==> config.mk <==
export PLATFORM = sky130hd
export DESIGN_NAME = pipe_hazard_ctrl
export DESIGN_NICKNAME = d
export VERILOG_FILES = /design/src/rtl/pipe_hazard_ctrl.sv
export SDC_FILE = /design/constraint.sdc
export NUM_CORES = 1
export LEC_CHECK = 0
export ABC_AREA = 0
export CORE_AREA = 2 2 39 41
export DETAILED_ROUTE_END_ITERATION = 10
export DIE_AREA = 0 0 41 43
export DONT_BUFFER_PORTS = 1
export PLACE_DENSITY = 0.46
export SLEW_MARGIN = 30
export SYNTH_ARGS = -nofsm -noshare
export SYNTH_HDL_FRONTEND = slang
export SYNTH_SLANG_ARGS = --single-unit
==> constraint.sdc <==
create_clock -name vclk -period 2.2
set_clock_uncertainty 0.05 [all_clocks]
set_input_delay 0.44 -clock vclk [all_inputs]
set_output_delay 0.44 -clock vclk [all_outputs]
set_load 0.005 [all_outputs]
==> src/rtl/pipe_hazard_ctrl.sv <==
module pipe_hazard_ctrl #(
  parameter int ADDR_W = 5
) (
  input  logic [ADDR_W-1:0] dec_rs1_i,
  input  logic [ADDR_W-1:0] dec_rs2_i,
  input  logic              dec_use1_i,
  input  logic              dec_use2_i,
  input  logic [ADDR_W-1:0] ex_rs1_i,
  input  logic [ADDR_W-1:0] ex_rs2_i,
  input  logic [ADDR_W-1:0] ex_rd_i,
  input  logic              ex_wen_i,
  input  logic              ex_load_i,
  input  logic              ex_redirect_i,
  input  logic [ADDR_W-1:0] mem_rd_i,
  input  logic              mem_wen_i,
  input  logic [ADDR_W-1:0] wb_rd_i,
  input  logic              wb_wen_i,
  output logic [1:0]        pc_ctl_o,
  output logic [1:0]        dec_ctl_o,
  output logic [1:0]        ex_ctl_o,
  output logic [1:0]        mem_ctl_o,
  output logic [1:0]        wb_ctl_o,
  output logic [1:0]        fwd1_o,
  output logic [1:0]        fwd2_o
);

  localparam logic [1:0] CTL_RUN   = 2'd0;
  localparam logic [1:0] CTL_HOLD  = 2'd1;
  localparam logic [1:0] CTL_EMPTY = 2'd2;
  localparam logic [1:0] CTL_CLEAR = 2'd3;
  localparam logic [1:0] SRC_RF    = 2'd0;
  localparam logic [1:0] SRC_MEM   = 2'd1;
  localparam logic [1:0] SRC_WB    = 2'd2;
  localparam logic [ADDR_W-1:0] ZERO_REG = '0;

  logic ld_dest_live;
  logic hit1, hit2;
  logic stall;
  logic mem_live, wb_live;

  assign ld_dest_live = ex_load_i && ex_wen_i && (ex_rd_i != ZERO_REG);
  assign hit1  = dec_use1_i && (dec_rs1_i == ex_rd_i);
  assign hit2  = dec_use2_i && (dec_rs2_i == ex_rd_i);
  assign stall = ld_dest_live && (hit1 || hit2);

  always_comb begin
    if (ex_redirect_i) begin
      pc_ctl_o  = CTL_CLEAR;
      dec_ctl_o = CTL_CLEAR;
      ex_ctl_o  = CTL_CLEAR;
    end else if (stall) begin
      pc_ctl_o  = CTL_HOLD;
      dec_ctl_o = CTL_HOLD;
      ex_ctl_o  = CTL_EMPTY;
    end else begin
      pc_ctl_o  = CTL_RUN;
      dec_ctl_o = CTL_RUN;
      ex_ctl_o  = CTL_RUN;
    end
  end

  assign mem_ctl_o = CTL_RUN;
  assign wb_ctl_o  = CTL_RUN;

  assign mem_live = mem_wen_i && (mem_rd_i != ZERO_REG);
  assign wb_live  = wb_wen_i && (wb_rd_i != ZERO_REG);

  function automatic logic [1:0] pick_src(input logic [ADDR_W-1:0] rs,
                                          input logic m_ok, input logic [ADDR_W-1:0] m_rd,
                                          input logic w_ok, input logic [ADDR_W-1:0] w_rd);
    if (m_ok && (m_rd == rs))      return SRC_MEM;
    else if (w_ok && (w_rd == rs)) return SRC_WB;
    else                           return SRC_RF;
  endfunction

  assign fwd1_o = pick_src(ex_rs1_i, mem_live, mem_rd_i, wb_live, wb_rd_i);
  assign fwd2_o = pick_src(ex_rs2_i, mem_live, mem_rd_i, wb_live, wb_rd_i);

  always_comb begin
    if (ex_rd_i == ZERO_REG)
      AST_ZERO_NO_STALL: assert (pc_ctl_o != CTL_HOLD && ex_ctl_o != CTL_EMPTY);
    if (ex_redirect_i)
      AST_REDIRECT_CLEARS: assert (pc_ctl_o == CTL_CLEAR && dec_ctl_o == CTL_CLEAR && ex_ctl_o == CTL_CLEAR);
    if (ex_ctl_o == CTL_EMPTY)
      AST_EMPTY_WITH_HOLD: assert (pc_ctl_o == CTL_HOLD && dec_ctl_o == CTL_HOLD && ex_load_i);
    if (fwd1_o == SRC_MEM)
      AST_MEM_SRC1_VALID: assert (mem_wen_i && mem_rd_i == ex_rs1_i && ex_rs1_i != ZERO_REG);
    if (fwd2_o == SRC_WB)
      AST_WB_SRC2_VALID: assert (wb_wen_i && wb_rd_i == ex_rs2_i && !(mem_wen_i && mem_rd_i == ex_rs2_i));
    if (ex_rs1_i == ZERO_REG)
      AST_ZERO_NO_FWD: assert (fwd1_o == SRC_RF);
  end

endmodule

* Yosys cells after proc, flatten, opt, wreduce, memory -nomap -nowiden
Cells that the tools add are included.
** Word-level totals
- Flip-flop bits (word level) :: 0
- Latch bits :: 0
- Bits in writable memories :: 0
- Bits in read-only memories :: 0
- Output and inout bits :: 14
- Memories :: 0
** Cells by class
- Add/sub/neg operators :: 0
- Multipliers :: 0
- Div/mod/pow operators :: 0
- Order comparisons :: 0
- Equal/unequal tests :: 6
- Shift-type cells :: 0
- Muxes and demuxes :: 8
- Bitwise operators :: 0
- Reductions and logical operators :: 15
** Operators by type and width (number)
- 5-bit == test :: 6
- 5-bit nonzero test :: 3
- 2-bit 2-to-1 mux :: 7
- 1-bit logical AND :: 11
- 1-bit logical OR :: 1
- 1-bit 2-to-1 mux :: 1

* Depth between registers and ports, before layout
- Depth after elaboration :: 6
- Gate-level depth with buffers :: 5
- Mapped depth without buffers :: 4

* Least setup slack after synthesis
OpenSTA, ideal clock, no wires.
- Kind :: input -> output
- Start point :: input mem_rd_i[1]
- End point :: output fwd1_o[1]
- Arrival time :: 1480 ps
- Required time :: 1710 ps
- Path slack :: 230 ps
- Stages :: 4
- Buffers on the path :: 0
- Path through :: or4_1 o21ai_2 nor4_1 nor4_2
** On the way
- Word-level cells in the longest chain between the ends :: 4
- Elaborated cells on any way between the ends :: 5
** Ends and longest elaborated chain
- start: declaration :: line 14 : input logic [ADDR_W-1:0] mem_rd_i,
- 5-bit nonzero test :: line 65 : assign mem_live = mem_wen_i && (mem_rd_i != ZERO_REG);
- 1-bit logical AND :: line 65
- 1-bit logical AND * :: line 71 : if (m_ok && (m_rd == rs)) return SRC_MEM;
- 2-bit 2-to-1 mux * :: line 71
- end: declaration :: line 23 : output logic [1:0] fwd1_o,
Mark *: on every way between the ends. The rest lies on a longest branch, timed or not.

* Worst setup path after layout
Same ends and word-level chain as after synthesis.

==> out/summary.txt <==
Grt ovf - 0
Ranking of synthesized cells by area - xnor2_1 30%, xor2_1 26%, buf_4 14%
Number of gates resized after cts - 0
Core Region - 1380 µm²
Vias in the first global route - 397
Die area - 1760 µm²
WL final - 1.01 mm
Storage cell area - 0 µm²
Post-DP HPWL - 1.01 mm
Post-synth top area cell - xnor2_1
Crit-path max cell delay - 0.52 ns
Final period util - 92.5%
GRT Util Overall - 11.2%
Critical path class - in -> out
Hold_buf cts - 0
Antenna Cells - 0
Final GP Congestion - 0.589
Startpoint Class - input port
Die width - 41 µm
Largest net degree at the start of global routing - 5
CP Cell Sequence - or4_1 > o21ai_2 > nor4_1 > nor4_2
Worst Setup End Kind - output port
Main combinational cell family by area after synthesis - XOR/XNOR gates
Chip Height - 43 µm
Placed Cells - 71
Number of vias per cell - 5.32
Port bufs - 0
Adder-Cell Fraction of Synth Area - 0%
Max Fclk - 491 MHz
Std cell rows - 14
Synth top area share - 29.6%
Mean Syn Cell Area - 7.77 µm²
Post CTS Setup Buffer Count - 0
Arr. time, crit path - 1.55 ns
Maximum vdd drop - 0.0480 mV
Pleak - 0.134 nW
IO Pins - 56
Slew Limit Fails - 0
Vias - 378
Slew @ Worst Pin - 0.595 ns
RSZ-0062 raised after global routing - no
Layout cells sized above 1 - 5.45%
First-pass GRT wire length - 1.44 mm
Pwr Density - 139 nW/µm²
Seq/Total Area, Yosys - 0%
YS warnings - 0
Syn Inst Count - 61
Iter 0 DRT Violations - 0
Setup violators final - 0
Worst Hold Class - in -> out
Initial antenna violation count - 0
Initial cell density of the core - 34.3%
Avg WL per Cell - 14.2 µm
Crit path time final - 2.04 ns
Critical Path Slowest Stage Cell - or4_1
Post-Synth XOR/XNOR Area - 55.4%
Max-Cap Viols - 0
Seq_cells - 0
Post-synthesis compound-gate area fraction - 6.33%
Synth unique cells - 16
Drt pass-1 iters - 1
Simple-gate area share of the yosys netlist - 23.2%
Synth-to-Final Area Change - -7.65%
Crit path max fanout - 3
Final #Nets - 99
DRC Markers - 0
Max_slew headroom - 60.0%
Post-synthesis mux area share - 0%
CP required - 1.71 ns
Setup_tns - 0 ns
Hold Vio Cnt, Final - 0
Antenna-violating nets left - 0
Status - completed
Non-filler instance count after layout - 71
Clock buffer count in the final layout - 0
Post-Synthesis Cell Area - 474 µm²
## where the power goes
| part | switching (mW) | leakage [nW] | total (mW) | internal (mW) |
|---|---|---|---|---|
| clock network | 0 | 0 | 0 | 0 |
| registers | 0 | 0 | 0 | 0 |
| logic | 0.0230 | 0.134 | 0.0609 | 0.0379 |
## cell usage in the layout, fill, tap and decap left out
cell type and n:
a41o_1 1, conb_1 4, nand2_1 3, nand3_1 2, nand4_1 2, nor2_1 1, nor3_1 1, nor4_1 2
nor4_2 2, o21ai_1 1, o21ai_2 1, o22ai_1 1, or4_1 4, xnor2_1 16, xor2_1 14
## Yosys cell counts, drive strengths merged
library cell and count:
nor4 4, nor3 1, conb 1, or4 4, o22ai 1, nor2 1, o21ai 2, nand4 2
a41o 1, xnor2 16, nand3 2, buf 9, xor2 14, nand2 3
## critical path, delay by kind of cell
kind               cells  cell delay (ns)
and+or+nand+nor        3             0.94
AOI/OAI and AO/OA      1             0.16
## kinds of logic (layout without fill, tap and decap cells)
kind of cell / Yosys count / after routing
other: 1 / 4
and+or+nand+nor: 17 / 17
AOI/OAI and AO/OA: 4 / 4
buffers and inverters: 9 / 0
xor gates and xnor gates: 30 / 30
## routing by layer
metal	global-route usage [%]	vias up	part of all wire [%]
met5	0	-	0
met4	0.667	0	0.50
li1	-	187	-
met2	25.3	30	59
met1	9.49	159	28
met3	0	2	13
## final cells by class
class | instances | area (µm²)
fill | 159 | 946
multi-input combinational | 55 | 418
tap | 16 | 20.0
## per-stage QoR
step	worst slack [ns]	total power [mW]	hold WS, ns	area, µm²	utilization [%]
final	0.164	0.0609	0.830	438	31.6
after global routing	0.105	0.0697	0.830	438	31.6
after CTS	0.155	0.0619	0.830	438	31.6
after detailed placement	0.159	0.0617	0.830	438	31.6
after global placement	0.175	0.0611	0.830	438	31.6
after floorplan	0.230	0.0684	0.911	485	-
## path summary, 6_finish.rpt
check / from / endpoint / cells after the start
setup / recovery: mem_rd_i[1] / fwd1_o[1] / 4
hold / removal: ex_redirect_i / pc_ctl_o[1] / 0
Power figures use the tool's default switching activity.
